## src/rtl/uwm_pkg.sv

```systemverilog
package uwm_pkg;

    typedef enum logic [1:0] {
        OP_FULL     = 2'b00,
        OP_LEFT     = 2'b01,
        OP_RIGHT    = 2'b10,
        OP_FULL_ALT = 2'b11
    } uwm_op_e;

    typedef enum logic [1:0] {
        S_IDLE  = 2'b00,
        S_LOAD  = 2'b01,
        S_STORE = 2'b10
    } uwm_state_e;

endpackage

```

## src/rtl/uwm_load_merge.sv

```systemverilog
module uwm_load_merge
    import uwm_pkg::*;
#(
    parameter int NBYTES = 4,
    parameter int BYTE_W = 8,
    localparam int DW    = NBYTES * BYTE_W,
    localparam int OFS_W = $clog2(NBYTES)
) (
    input  uwm_op_e          op,
    input  logic [OFS_W-1:0] ofs,
    input  logic [DW-1:0]    mem_word,
    input  logic [DW-1:0]    reg_word,
    output logic [DW-1:0]    merged
);

    for (genvar i = 0; i < NBYTES; i++) begin : g_lane
        logic [BYTE_W-1:0] lane;

        always_comb begin
            int k;
            int top_lo;
            k      = int'(ofs);
            top_lo = NBYTES - 1 - k;
            lane   = reg_word[i*BYTE_W +: BYTE_W];
            unique case (op)
                OP_LEFT: begin
                    // upper register bytes take memory bytes k..0
                    if (i >= top_lo)
                        lane = mem_word[(i - top_lo)*BYTE_W +: BYTE_W];
                end
                OP_RIGHT: begin
                    // lower register bytes take memory bytes top..k
                    if (i <= top_lo)
                        lane = mem_word[(i + k)*BYTE_W +: BYTE_W];
                end
                OP_FULL, OP_FULL_ALT: begin
                    lane = mem_word[i*BYTE_W +: BYTE_W];
                end
            endcase
        end

        assign merged[i*BYTE_W +: BYTE_W] = lane;
    end

endmodule

```

## src/rtl/uwm_store_steer.sv

```systemverilog
module uwm_store_steer
    import uwm_pkg::*;
#(
    parameter int NBYTES = 4,
    parameter int BYTE_W = 8,
    localparam int DW    = NBYTES * BYTE_W,
    localparam int OFS_W = $clog2(NBYTES)
) (
    input  uwm_op_e          op,
    input  logic [OFS_W-1:0] ofs,
    input  logic [DW-1:0]    reg_word,
    output logic [DW-1:0]    wdata,
    output logic [NBYTES-1:0] be
);

    for (genvar j = 0; j < NBYTES; j++) begin : g_lane
        logic [BYTE_W-1:0] lane;
        logic              en;

        always_comb begin
            int k;
            int top_lo;
            k      = int'(ofs);
            top_lo = NBYTES - 1 - k;
            lane   = '0;
            en     = 1'b0;
            unique case (op)
                OP_LEFT: begin
                    if (j <= k) begin
                        en   = 1'b1;
                        lane = reg_word[(j + top_lo)*BYTE_W +: BYTE_W];
                    end
                end
                OP_RIGHT: begin
                    if (j >= k) begin
                        en   = 1'b1;
                        lane = reg_word[(j - k)*BYTE_W +: BYTE_W];
                    end
                end
                OP_FULL, OP_FULL_ALT: begin
                    en   = 1'b1;
                    lane = reg_word[j*BYTE_W +: BYTE_W];
                end
            endcase
        end

        assign wdata[j*BYTE_W +: BYTE_W] = lane;
        assign be[j]                     = en;
    end

endmodule

```

## src/rtl/uwm_unit.sv

```systemverilog
module uwm_unit
    import uwm_pkg::*;
#(
    parameter int NBYTES = 4,
    parameter int BYTE_W = 8,
    localparam int DW    = NBYTES * BYTE_W,
    localparam int OFS_W = $clog2(NBYTES)
) (
    input  logic              clk,
    input  logic              rst_n,
    input  logic              ld_stb,
    input  logic              st_stb,
    input  logic [1:0]        op,
    input  logic [OFS_W-1:0]  ofs,
    input  logic [DW-1:0]     mem_rdata,
    input  logic [DW-1:0]     reg_in,
    output logic              ld_valid,
    output logic [DW-1:0]     ld_data,
    output logic              st_valid,
    output logic [DW-1:0]     st_wdata,
    output logic [NBYTES-1:0] st_be
);

    uwm_op_e    op_e;
    uwm_state_e state_q, state_d;

    logic [DW-1:0]     merged;
    logic [DW-1:0]     steer_data;
    logic [NBYTES-1:0] steer_be;

    logic [DW-1:0]     ld_data_q;
    logic [DW-1:0]     st_wdata_q;
    logic [NBYTES-1:0] st_be_q;

    assign op_e = uwm_op_e'(op);

    uwm_load_merge #(.NBYTES(NBYTES), .BYTE_W(BYTE_W)) u_load (
        .op       (op_e),
        .ofs      (ofs),
        .mem_word (mem_rdata),
        .reg_word (reg_in),
        .merged   (merged)
    );

    uwm_store_steer #(.NBYTES(NBYTES), .BYTE_W(BYTE_W)) u_store (
        .op       (op_e),
        .ofs      (ofs),
        .reg_word (reg_in),
        .wdata    (steer_data),
        .be       (steer_be)
    );

    // next-state selection: a load outranks a store
    always_comb begin
        if (ld_stb)
            state_d = S_LOAD;
        else if (st_stb)
            state_d = S_STORE;
        else
            state_d = S_IDLE;
    end

    // state register
    always_ff @(posedge clk) begin
        if (!rst_n)
            state_q <= S_IDLE;
        else
            state_q <= state_d;
    end

    // result registers
    always_ff @(posedge clk) begin
        if (!rst_n) begin
            ld_data_q  <= '0;
            st_wdata_q <= '0;
            st_be_q    <= '0;
        end else begin
            unique case (state_d)
                S_LOAD:  ld_data_q <= merged;
                S_STORE: begin
                    st_wdata_q <= steer_data;
                    st_be_q    <= steer_be;
                end
                default: ;
            endcase
        end
    end

    // outputs decoded from the held state
    always_comb begin
        ld_valid = 1'b0;
        st_valid = 1'b0;
        st_be    = '0;
        unique case (state_q)
            S_LOAD:  ld_valid = 1'b1;
            S_STORE: begin
                st_valid = 1'b1;
                st_be    = st_be_q;
            end
            default: ;
        endcase
    end

    assign ld_data  = ld_data_q;
    assign st_wdata = st_wdata_q;

endmodule

```

## config.mk

```make
export PLATFORM = sky130hd
export DESIGN_NAME = uwm_unit
export DESIGN_NICKNAME = d
export VERILOG_FILES = /design/src/rtl/uwm_pkg.sv /design/src/rtl/uwm_load_merge.sv /design/src/rtl/uwm_store_steer.sv /design/src/rtl/uwm_unit.sv
export SDC_FILE = /design/constraint.sdc
export NUM_CORES = 1
export LEC_CHECK = 0
export BUFFER_PORTS_ARGS = -buffer_cell sky130_fd_sc_hd__buf_2
export CAP_MARGIN = 5
export CORE_ASPECT_RATIO = 1.1
export CORE_UTILIZATION = 57
export DETAILED_ROUTE_END_ITERATION = 10
export PLACE_DENSITY = 0.89
export SYNTH_ARGS = -nofsm -noshare
export SYNTH_HDL_FRONTEND = slang
export SYNTH_HIERARCHICAL = 1
export SYNTH_SLANG_ARGS = --single-unit
```

## constraint.sdc

```tcl
create_clock -name clk -period 2.6 [get_ports clk]
set_clock_uncertainty 0.2 [all_clocks]
set_input_delay 0.13 -clock clk [delete_from_list [all_inputs] [get_ports clk]]
set_output_delay 0.13 -clock clk [all_outputs]
set_load 0.02 [all_outputs]
```

==> results of run 1 <==
==> final cells by class <==
type | instances | area (um2) | share of cell area (%)
well taps | 150 | 188 | 2.37
inverters | 33 | 124 | 1.57
flip-flops and latches | 70 | 1400 | 17.7
clock buffers | 11 | 253 | 3.20
multi-input cells | 652 | 4890 | 61.9
clock inverters | 5 | 81.3 | 1.03
repair buffers | 170 | 966 | 12.2
==> tightest hold or removal path, cell delays in order <==
cell     delay (ns)
buf_2          0.09
nor2b_4        0.20
mux2i_1        0.14
==> routing by layer <==
metal	vias up	track usage, %	share of wire (%)
li1	3247	-	-
met1	3242	45.5	40
met2	484	51.2	44
met3	88	6.53	10
met4	0	23.4	5.8
met5	-	0	0
==> power by group <==
part | internal, uW | total, uW | switching [uW] | leakage, uW
Clock | 892 | 1390 | 502 | 0.000162
Combinational | 526 | 1300 | 773 | 0.00290
Sequential | 1140 | 1180 | 38.1 | 0.000574
==> path summary, 6_finish.rpt <==
kind | to | startpoint | slack [ns]
setup / recovery | st_wdata[9]$_SDFFE_PN0N_ | ofs[0] | 0.59
hold / removal | st_wdata[5]$_SDFFE_PN0N_ | st_stb | 0.06
setup reg to reg | ld_data[18]$_SDFFE_PN0N_ | ld_data[18]$_SDFFE_PN0N_ | 1.69
hold reg to reg | st_be_q[2]$_SDFFE_PN0N_ | st_be_q[2]$_SDFFE_PN0N_ | 0.25
==> metrics by stage <==
stage | hold slack, ns | setup slack, ns | util [%] | total power [uW] | cell area (um2)
after floorplan | 0.227 | 0.364 | - | 2110 | 6950
after global placement | 0.240 | 0.365 | 64.6 | 2440 | 7560
after detailed placement | 0.244 | 0.284 | 64.6 | 2460 | 7560
after CTS | 0.0554 | 0.642 | 67.6 | 3870 | 7910
after global routing | 0.0745 | 0.476 | 67.6 | 4030 | 7910
final | 0.0628 | 0.588 | 67.6 | 3870 | 7910
==> state kept, by name, summed over array words and instances, names as in the netlist <==
register,count
ld_data,32
st_wdata,32
state_q,2
st_be_q,4
==> cells in the mapped netlist, drive strengths merged <==
library cell / count
nand2: 127
a22oi: 10
nor2: 23
o221a: 8
a31o: 8
mux2i: 163
o211ai: 8
o21bai: 1
clkbuf: 24
o21ai: 33
mux2: 40
ha: 16
a21boi: 8
or3: 1
nand2b: 6
a32oi: 8
and2: 14
nor3b: 1
buf: 53
and2b: 5
nor2b: 42
a221oi: 16
o2111ai: 8
a21oi: 40
nand3: 9
o21a: 8
clkinv: 1
dfxtp: 70
a221o: 8
inv: 32
o221ai: 32
o22ai: 8
nand3b: 1
==> repair_timing <==
item                                   4_1_cts  5_1_grt
hold buffers                                 1        0
setup endpoints to repair                    0        0
endpoints found under the hold margin       10        0
==> logic make-up after synthesis <==
| kind of cell | Yosys count | share of synthesized area [%] |
|---|---|---|
| AND/OR/NAND/NOR | 229 | 15.3 |
| AO/OA/AOI/OAI | 204 | 22.0 |
| multiplexers | 203 | 30.2 |
| buffers and inverters | 110 | 9.45 |
| flip-flops | 70 | 20.2 |
| adder cells (fa/ha/maj) | 16 | 2.88 |
==> metrics.txt, run 1 <==
critical path endpoint category flip-flop; vias in the first global route 6680; R2R cell count 2; Mapped Cells 832; status completed; commonest non-fill, non-tap cell in the layout mux2i_1; mean area per synthesized cell 8.35 um2; Detail Route Antenna Nets 0; final WL 22.1 mm; most frequent cells in the layout 163 x mux2i_1, 140 x buf_2, 127 x nand2_1, 70 x dfxtp_1, 41 x nor2b_1; Tmin final 2.01 ns; Synth cell types 46; clk buf depth 2; fin. max-slew vios 0; Synth area leader mux2i_1; delay of the slowest critical-path stage 0.33 ns; Horiz. Die Dim 107 um; hold depth 3; required time of the critical path 2.68 ns; core area 11700 um2; Die ar. 12600 um2; Buf/Inv on CP 4; DR WL/cell 20.3 um; worst path arrival time 2.09 ns; Yosys warnings 6; Area Overhead vs Synth 13.8%; first-pass GRT wire length 34.4 mm; total congestion overflow 0; Syn Nets 920; CP Launch Type primary input; WP depth 10; FF+latch count, synth 70; slew margin rel. 33.3%; vias after detailed routing 7061; worst-margin pin slew 0.999 ns; FP Rows 41; area fraction of the dominant cell type after synthesis 23.5%; CP Max Fanout 32; initial antenna violation count 0; final period utilization 77.4%; ANT cells 0; nets 1024; Ports 142; PwrDens 490 nW/um2; port bufs 141; # setup viols final 0; Cells after DPL 1074; GPL Wtd Cong 1.03; main area contributors after synthesis mux2i_1 23%, dfxtp_1 20%, nand2_1 6.9%; Critical Path, Cell by Cell buf_4, buf_4, inv_2, ha_1, buf_12, mux2i_1, mux2_2, o22ai_1, nand2_1, mux2i_1; Post-Syn Area 6950 um2; max cap viols 0; Clock Tree Root clkbuf_16; worst hold-check path type in2reg; GRT Total Usage 34.7%; H-tree depth 3; clock sink count 70; Via density 6.47; hpwl dp 15.6 mm; Crit Path Category in2reg; TNS Setup 0 ns; unrepaired setup endpoints after global routing no; Max VDD drop 0.000439 V; CTS tree done; # fillers 956; Initial DRC Count 746; Max Clk Rate 0.497 GHz; TritonRoute pass-1 iters 5; cell leakage power 0.00364 uW; total CTS buffers 9; Critical Path Slowest Stage Cell ha_1; later-pin clock latency in the skew report 0.35 ns; Final Hold Fails 0; CP delay by family, top buffers and inverters; setup bufs post-CTS 0; ratio of cells with drive above 1 in the final layout 26.4%; Reg clk slew, reported paths 0.06 ns; Post-CTS Resized 0; Seq/Total Area, Yosys 20.2%; Initial Util 59.4%; final cell count without fillers 1091; largest net degree at the start of global routing 75; Post-route DRC 0; Die Span Y 118 um
No activity file was read; power rests on OpenSTA's default activity.
==> run 2: changes to the inputs <==
Settings changed: CORE_UTILIZATION 57 to 51, PLACE_DENSITY 0.89 to 0.85.
Clock period 2.6 ns to 1.6 ns, I/O delays scaled along.
==> run 2 against run 1 <==
  * Worst setup slack worse by 0.56 ns
  * Worst hold slack worse by 0.026 ns
  * Critical path depth fell by 1
  * Register-to-register slack worse by 0.98 ns
  * First-iteration DRC count shrank 18%
  * Final cell count increased by 9.8%
  * Global-route usage down 1.4 points
  * Sequential share of layout area down 2.0 points
  * Clock power grew 59%
  * Total power is 70% higher
  * Largest cell class unchanged
==> metrics.txt, run 2 (synthesis gave the netlist of run 1 again) <==
CTS tree done (unchanged); fin. max-slew vios 0 (unchanged); worst path arrival time 1.61 ns (was 2.09 ns); DR WL/cell 20.0 um (was 20.3 um); Final Hold Fails 0 (unchanged); cell leakage power 0.00407 uW (was 0.00364 uW); ANT cells 0 (unchanged); core area 13300 um2 (was 11700 um2); Horiz. Die Dim 113 um (was 107 um); R2R cell count 2 (unchanged); most frequent cells in the layout 153 x mux2i_1, 138 x buf_2, 127 x nand2_1, 86 x buf_4, 70 x dfxtp_1 (was 163 x mux2i_1, 140 x buf_2, 127 x nand2_1, 70 x dfxtp_1, 41 x nor2b_1); hold depth 5 (was 3); reg2reg end ld_data[20]$_SDFFE_PN0N_ (was ld_data[18]$_SDFFE_PN0N_); hpwl dp 17.8 mm (was 15.6 mm); final period utilization 98.0%; hold slack 0.0370 ns (was 0.0628 ns); TritonRoute pass-1 iters 7 (was 5); Die ar. 14100 um2 (was 12600 um2); Design Power 6590 uW (was 3870 uW); # setup viols final 0 (unchanged); fin area 8900 um2 (was 7910 um2); GRT Total Usage 33.4% (was 34.7%); Initial DRC Count 615 (was 746); H-tree depth 3 (unchanged); Area Overhead vs Synth 28.1% (was 13.8%); Cells after DPL 1177 (was 1074); Max Clk Rate 0.638 GHz; critical path endpoint category flip-flop (unchanged); Ports 142 (unchanged); R2R Path Start ld_data[20]$_SDFFE_PN0N_ (was ld_data[18]$_SDFFE_PN0N_); port bufs 141 (unchanged); PwrDens 741 nW/um2 (was 490 nW/um2); vias in the first global route 6973 (was 6680); Clock Tree Root clkbuf_16 (unchanged); max cap viols 0 (unchanged); clock sink count 70 (unchanged); ratio of cells with drive above 1 in the final layout 35.0% (was 26.4%); clk buf depth 2 (unchanged); TNS Setup 0 ns (unchanged); vias after detailed routing 7374 (was 7061); total congestion overflow 0 (unchanged); worst-margin pin slew 0.635 ns (was 0.999 ns); final WL 24.0 mm (was 22.1 mm); Die Span Y 124 um (was 118 um); Post-route DRC 0 (unchanged); CP Launch Type primary input (unchanged); Initial Util 52.4% (was 59.4%); nets 1098 (was 1024); largest net degree at the start of global routing 53 (was 75); Tmin final 1.57 ns; unrepaired setup endpoints after global routing yes (was no); Crit Path Category in2reg (unchanged); worst hold-check path type in2reg (unchanged); Hold Startpoint mem_rdata[17] (was st_stb); commonest non-fill, non-tap cell in the layout mux2i_1 (unchanged); later-pin clock latency in the skew report 0.36 ns (was 0.35 ns); Reg clk slew, reported paths 0.06 ns (about the same); status completed (unchanged); Max VDD drop 0.000683 V (was 0.000439 V); slew margin rel. 57.5% (was 33.3%); total CTS buffers 9 (unchanged); Detail Route Antenna Nets 0 (unchanged); required time of the critical path 1.64 ns (was 2.68 ns); CP Max Fanout 6 (was 32); final cell count without fillers 1198 (was 1091); Via density 6.16 (was 6.47); setup slack, reg-to-reg 0.71 ns (was 1.69 ns); GPL Wtd Cong 0.970 (was 1.03); Worst Hold End ld_data[17]$_SDFFE_PN0N_ (was st_wdata[5]$_SDFFE_PN0N_); placed cell area 8420 um2 (was 7560 um2); # fillers 1084 (was 956); FP Rows 44 (was 41); first-pass GRT wire length 36.7 mm (was 34.4 mm); initial antenna violation count 0 (unchanged)
-- run 2: report_power, final --
group,leakage (uW),total (uW),switching (uW),internal (uW)
registers,0.000574,1920,64.7,1860
clock network,0.000144,2210,857,1350
logic,0.00335,2460,1360,1100
total,0.00407,6590,2280,4310
-- run 2: worst max path at each step --
stage / start / end / slack [ns] / cells past startpoint
floorplan: ofs[1] / ld_data[19]$_SDFFE_PN0N_ / -0.30 / 11
global placement: ofs[1] / ld_data[7]$_SDFFE_PN0N_ / -0.44 / 9
detailed placement: ofs[1] / ld_data[4]$_SDFFE_PN0N_ / -0.47 / 9
CTS: ofs[1] / ld_data[7]$_SDFFE_PN0N_ / 0.007 / 9
global route: ofs[0] / st_wdata[4]$_SDFFE_PN0N_ / -0.03 / 9
finish: ofs[0] / st_wdata[4]$_SDFFE_PN0N_ / 0.03 / 9
-- run 2: area by class of cell --
cell class	count	area, um2	share of cell area [%]
multi-input combinational	652	5090	57.2
timing repair buffer	244	1710	19.2
sequential	70	1400	15.7
tap	184	230	2.59
clock buffer	9	225	2.53
inverter	33	154	1.73
clock inverter	6	87.6	0.984
-- run 2: routing by layer --
layer  vias up  global-route usage (%)  routed length [um]
met3        87                    5.50                2020
met1      3461                    42.1                9700
met2       431                    54.3               11200
met5         -                       0                   0
met4         0                    17.3                1130
li1       3395                       -                   -
-- run 2: repair_timing --
| action | 4_1_cts | 5_1_grt |
|---|---|---|
| pin swaps | 0 | 2 |
| gates cloned | 0 | 2 |
| hold endpoints to repair | 5 | 0 |
| buffers inserted | 0 | 3 |
| hold buffers | 1 | 0 |
| setup endpoints to repair | 37 | 32 |
| resized for setup | 3 | 20 |
-- run 2: per-stage QoR --
stage                     worst slack [ns]  utilization (%)
after floorplan                     -0.299                -
after global placement              -0.435             63.5
after detailed placement            -0.471             63.5
after CTS                          0.00716             66.0
after global routing               -0.0307             67.1
final                               0.0326             67.1
-- run 2: worst max-delay path: stages --
cell and delay (ns):
buf_6 0.14, inv_6 0.04, ha_4 0.33, clkbuf_16 0.18, mux2i_2 0.22, o221ai_1 0.15, mux2_2 0.32, nand2_1 0.07
mux2i_1 0.06
==> run 3: changes to the inputs <==
Settings changed: BUFFER_PORTS_ARGS -buffer_cell sky130_fd_sc_hd__buf_2 to not set, CORE_UTILIZATION 51 to 59, DONT_BUFFER_PORTS set to 1.
==> run 3 against run 2 <==
  * The run now ends with hold timing left
  * Total power is 3.1% lower
  * Via count fell by 6.7%
  * Sequential share of layout area rose by 1.7 points
  * Worst setup slack improved by 0.011 ns
  * Core utilization grew 2.9 points
  * Clock-buffer cell count rose by 2
  * Worst hold slack got worse by 0.38 ns
  * Sequential power increased by 8%
  * Sequential cell count unchanged
  * Critical path type is now reg2reg
  * Largest power group is now clock
==> metrics.txt, run 3 (synthesis gave the netlist of run 1 again) <==
status finished with violations (was completed); failing checks hold timing; hold slack -0.342 ns (was 0.0370 ns); vias after detailed routing 6882 (was 7374); Reg clk slew, reported paths 0.06 ns (about the same); setup bufs post-CTS 0 (unchanged); ANT cells 0 (unchanged); DR WL/cell 22.5 um (was 20.0 um); Ports 142 (unchanged); Crit Path Category reg2reg (was in2reg); worst path arrival time 1.65 ns (was 1.61 ns); ratio of cells with drive above 1 in the final layout 18.9% (was 35.0%); Clock Tree Root clkbuf_16 (unchanged); # fillers 886 (was 1084); Post-route DRC 0 (unchanged); commonest non-fill, non-tap cell in the layout mux2i_1 (unchanged); # setup viols final 0 (unchanged); total CTS buffers 9 (unchanged); cell leakage power 0.00329 uW (was 0.00407 uW); H-tree depth 3 (unchanged); Max Clk Rate 0.642 GHz (was 0.638 GHz); core area 11500 um2 (was 13300 um2); PwrDens 795 nW/um2 (was 741 nW/um2); CP Max Fanout 2 (was 6); required time of the critical path 1.70 ns (was 1.64 ns); nets 945 (was 1098); largest net degree at the start of global routing 107 (was 53); clock sink count 70 (unchanged); Detail Route Antenna Nets 0 (unchanged); Initial Util 60.5% (was 52.4%); CTS tree done (unchanged); Final Hold Fails 67 (was 0); setup slack, reg-to-reg 0.04 ns (was 0.71 ns); final period utilization 97.3% (was 98.0%); Horiz. Die Dim 105 um (was 113 um); Via density 6.80 (was 6.16); Initial DRC Count 645 (was 615); fin. max-slew vios 0 (unchanged); R2R cell count 3 (was 2); Post-Place Setup Slack -0.385 ns (was -0.471 ns); Setup WS post-layout 0.0435 ns (was 0.0326 ns); vias in the first global route 6351 (was 6973); FP Rows 41 (was 44); slew margin rel. 54.1% (was 57.5%); most frequent cells in the layout 163 x mux2i_1, 127 x nand2_1, 67 x dfxtp_1, 49 x buf_4, 39 x nor2b_1 (was 153 x mux2i_1, 138 x buf_2, 127 x nand2_1, 86 x buf_4, 70 x dfxtp_1); clk buf depth 2 (unchanged); final WL 22.8 mm (was 24.0 mm); initial antenna violation count 0 (unchanged); max cap viols 0 (unchanged); first-pass GRT wire length 34.5 mm (was 36.7 mm); Area Overhead vs Synth 15.7% (was 28.1%); GPL Wtd Cong 0.941 (was 0.970); CP Launch Type flip-flop (was primary input); later-pin clock latency in the skew report 0.35 ns (was 0.36 ns); TritonRoute pass-1 iters 5 (was 7); Tmin final 1.56 ns (was 1.57 ns); reg2reg end st_wdata[5]$_SDFFE_PN0N_ (was ld_data[20]$_SDFFE_PN0N_); total congestion overflow 0 (unchanged); Die ar. 12200 um2 (was 14100 um2); critical path endpoint category flip-flop (unchanged); port bufs 0 (was 141); worst-margin pin slew 0.686 ns (was 0.635 ns); GRT Total Usage 36.7% (was 33.4%); FF/Latch Area 1410 um2 (was 1400 um2); CP startpoint st_wdata[5]$_SDFFE_PN0N_ (was ofs[0]); hpwl dp 15.6 mm (was 17.8 mm); worst hold-check path type in2reg (unchanged); Die Span Y 116 um (was 124 um); Max VDD drop 0.000609 V (was 0.000683 V); footprint of the multi-input gates 5040 um2 (was 5090 um2); post-layout util 70.0% (was 67.1%); Critical path destination st_wdata[5]$_SDFFE_PN0N_ (was st_wdata[4]$_SDFFE_PN0N_); R2R Path Start st_wdata[5]$_SDFFE_PN0N_ (was ld_data[20]$_SDFFE_PN0N_)
[run 3: changes by cell type in the layout (fill, tap and decap cells not counted), moves of 3 or more]
cell,previous run,this run
mux2i_2,9,0
buf_2,138,0
mux2i_1,153,163
clkinvlp_4,3,0
dlygate4sd3_1,1,33
buf_12,13,9
buf_4,86,49
dfxtp_2,0,3
dfxtp_1,70,67
[run 3: cell type report]
cell class | count | share of cell area, %
multi-input cells | 652 | 62.7
repair buffers | 91 | 10.9
inverters | 33 | 1.91
well taps | 150 | 2.33
flip-flops and latches | 70 | 17.5
clock inverters | 5 | 1.60
clock buffers | 11 | 3.02
[run 3: layer usage]
layer	track usage [%]	vias to the layer above	part of all wire, %
met3	11.2	77	12
met1	43.6	3247	37
li1	-	3089	-
met4	21.1	0	5.1
met2	59.1	469	46
met5	0	-	0
[run 3: worst min path at each step]
stage                           from                         to  slack (ns)  cells past startpoint
final                          rst_n   ld_data[11]$_SDFFE_PN0N_       -0.34                      1
after global routing           rst_n   ld_data[12]$_SDFFE_PN0N_       -0.35                      1
after CTS                      rst_n   ld_data[20]$_SDFFE_PN0N_       -0.35                      1
after detailed placement      ld_stb      state_q[0]$_SDFF_PN0_        0.02                      1
after global placement        ld_stb      state_q[0]$_SDFF_PN0_        0.02                      1
after floorplan           reg_in[16]  st_wdata[16]$_SDFFE_PN0N_        0.18                      3
[run 3: power breakdown]
| part | leakage [uW] | switching, uW | internal (uW) |
|---|---|---|---|
| Combinational | 0.00253 | 841 | 877 |
| Sequential | 0.000575 | 216 | 1860 |
| Clock | 0.000180 | 863 | 1730 |
| Total | 0.00329 | 1920 | 4470 |
[run 3: metrics by stage]
step                power (uW)  hold slack (ns)  instances  setup TNS [ns]  cell area, um2
global route              6610           -0.345       1012        -0.00971            8040
floorplan                 3530            0.177        832          -10.08            7230
global placement          3690           0.0185        963           -5.04            7310
CTS                       6340           -0.350       1005               0            7950
finish                    6390           -0.342       1012               0            8040
detailed placement        3720           0.0218        963           -6.73            7310
[run 3: critical path: stages (launching register included)]
cell,delay [ns]
dfxtp_1,0.52
nand2_1,0.08
dlygate4sd3_1,0.57
mux2i_1,0.12
[run 3: what timing repair did]
| action | in CTS | in global routing |
|---|---|---|
| hold buffers | 26 | 7 |
| hold endpoints to repair | 70 | 67 |
| setup endpoints to repair | 2 | 5 |
| gates resized for setup | 1 | 8 |
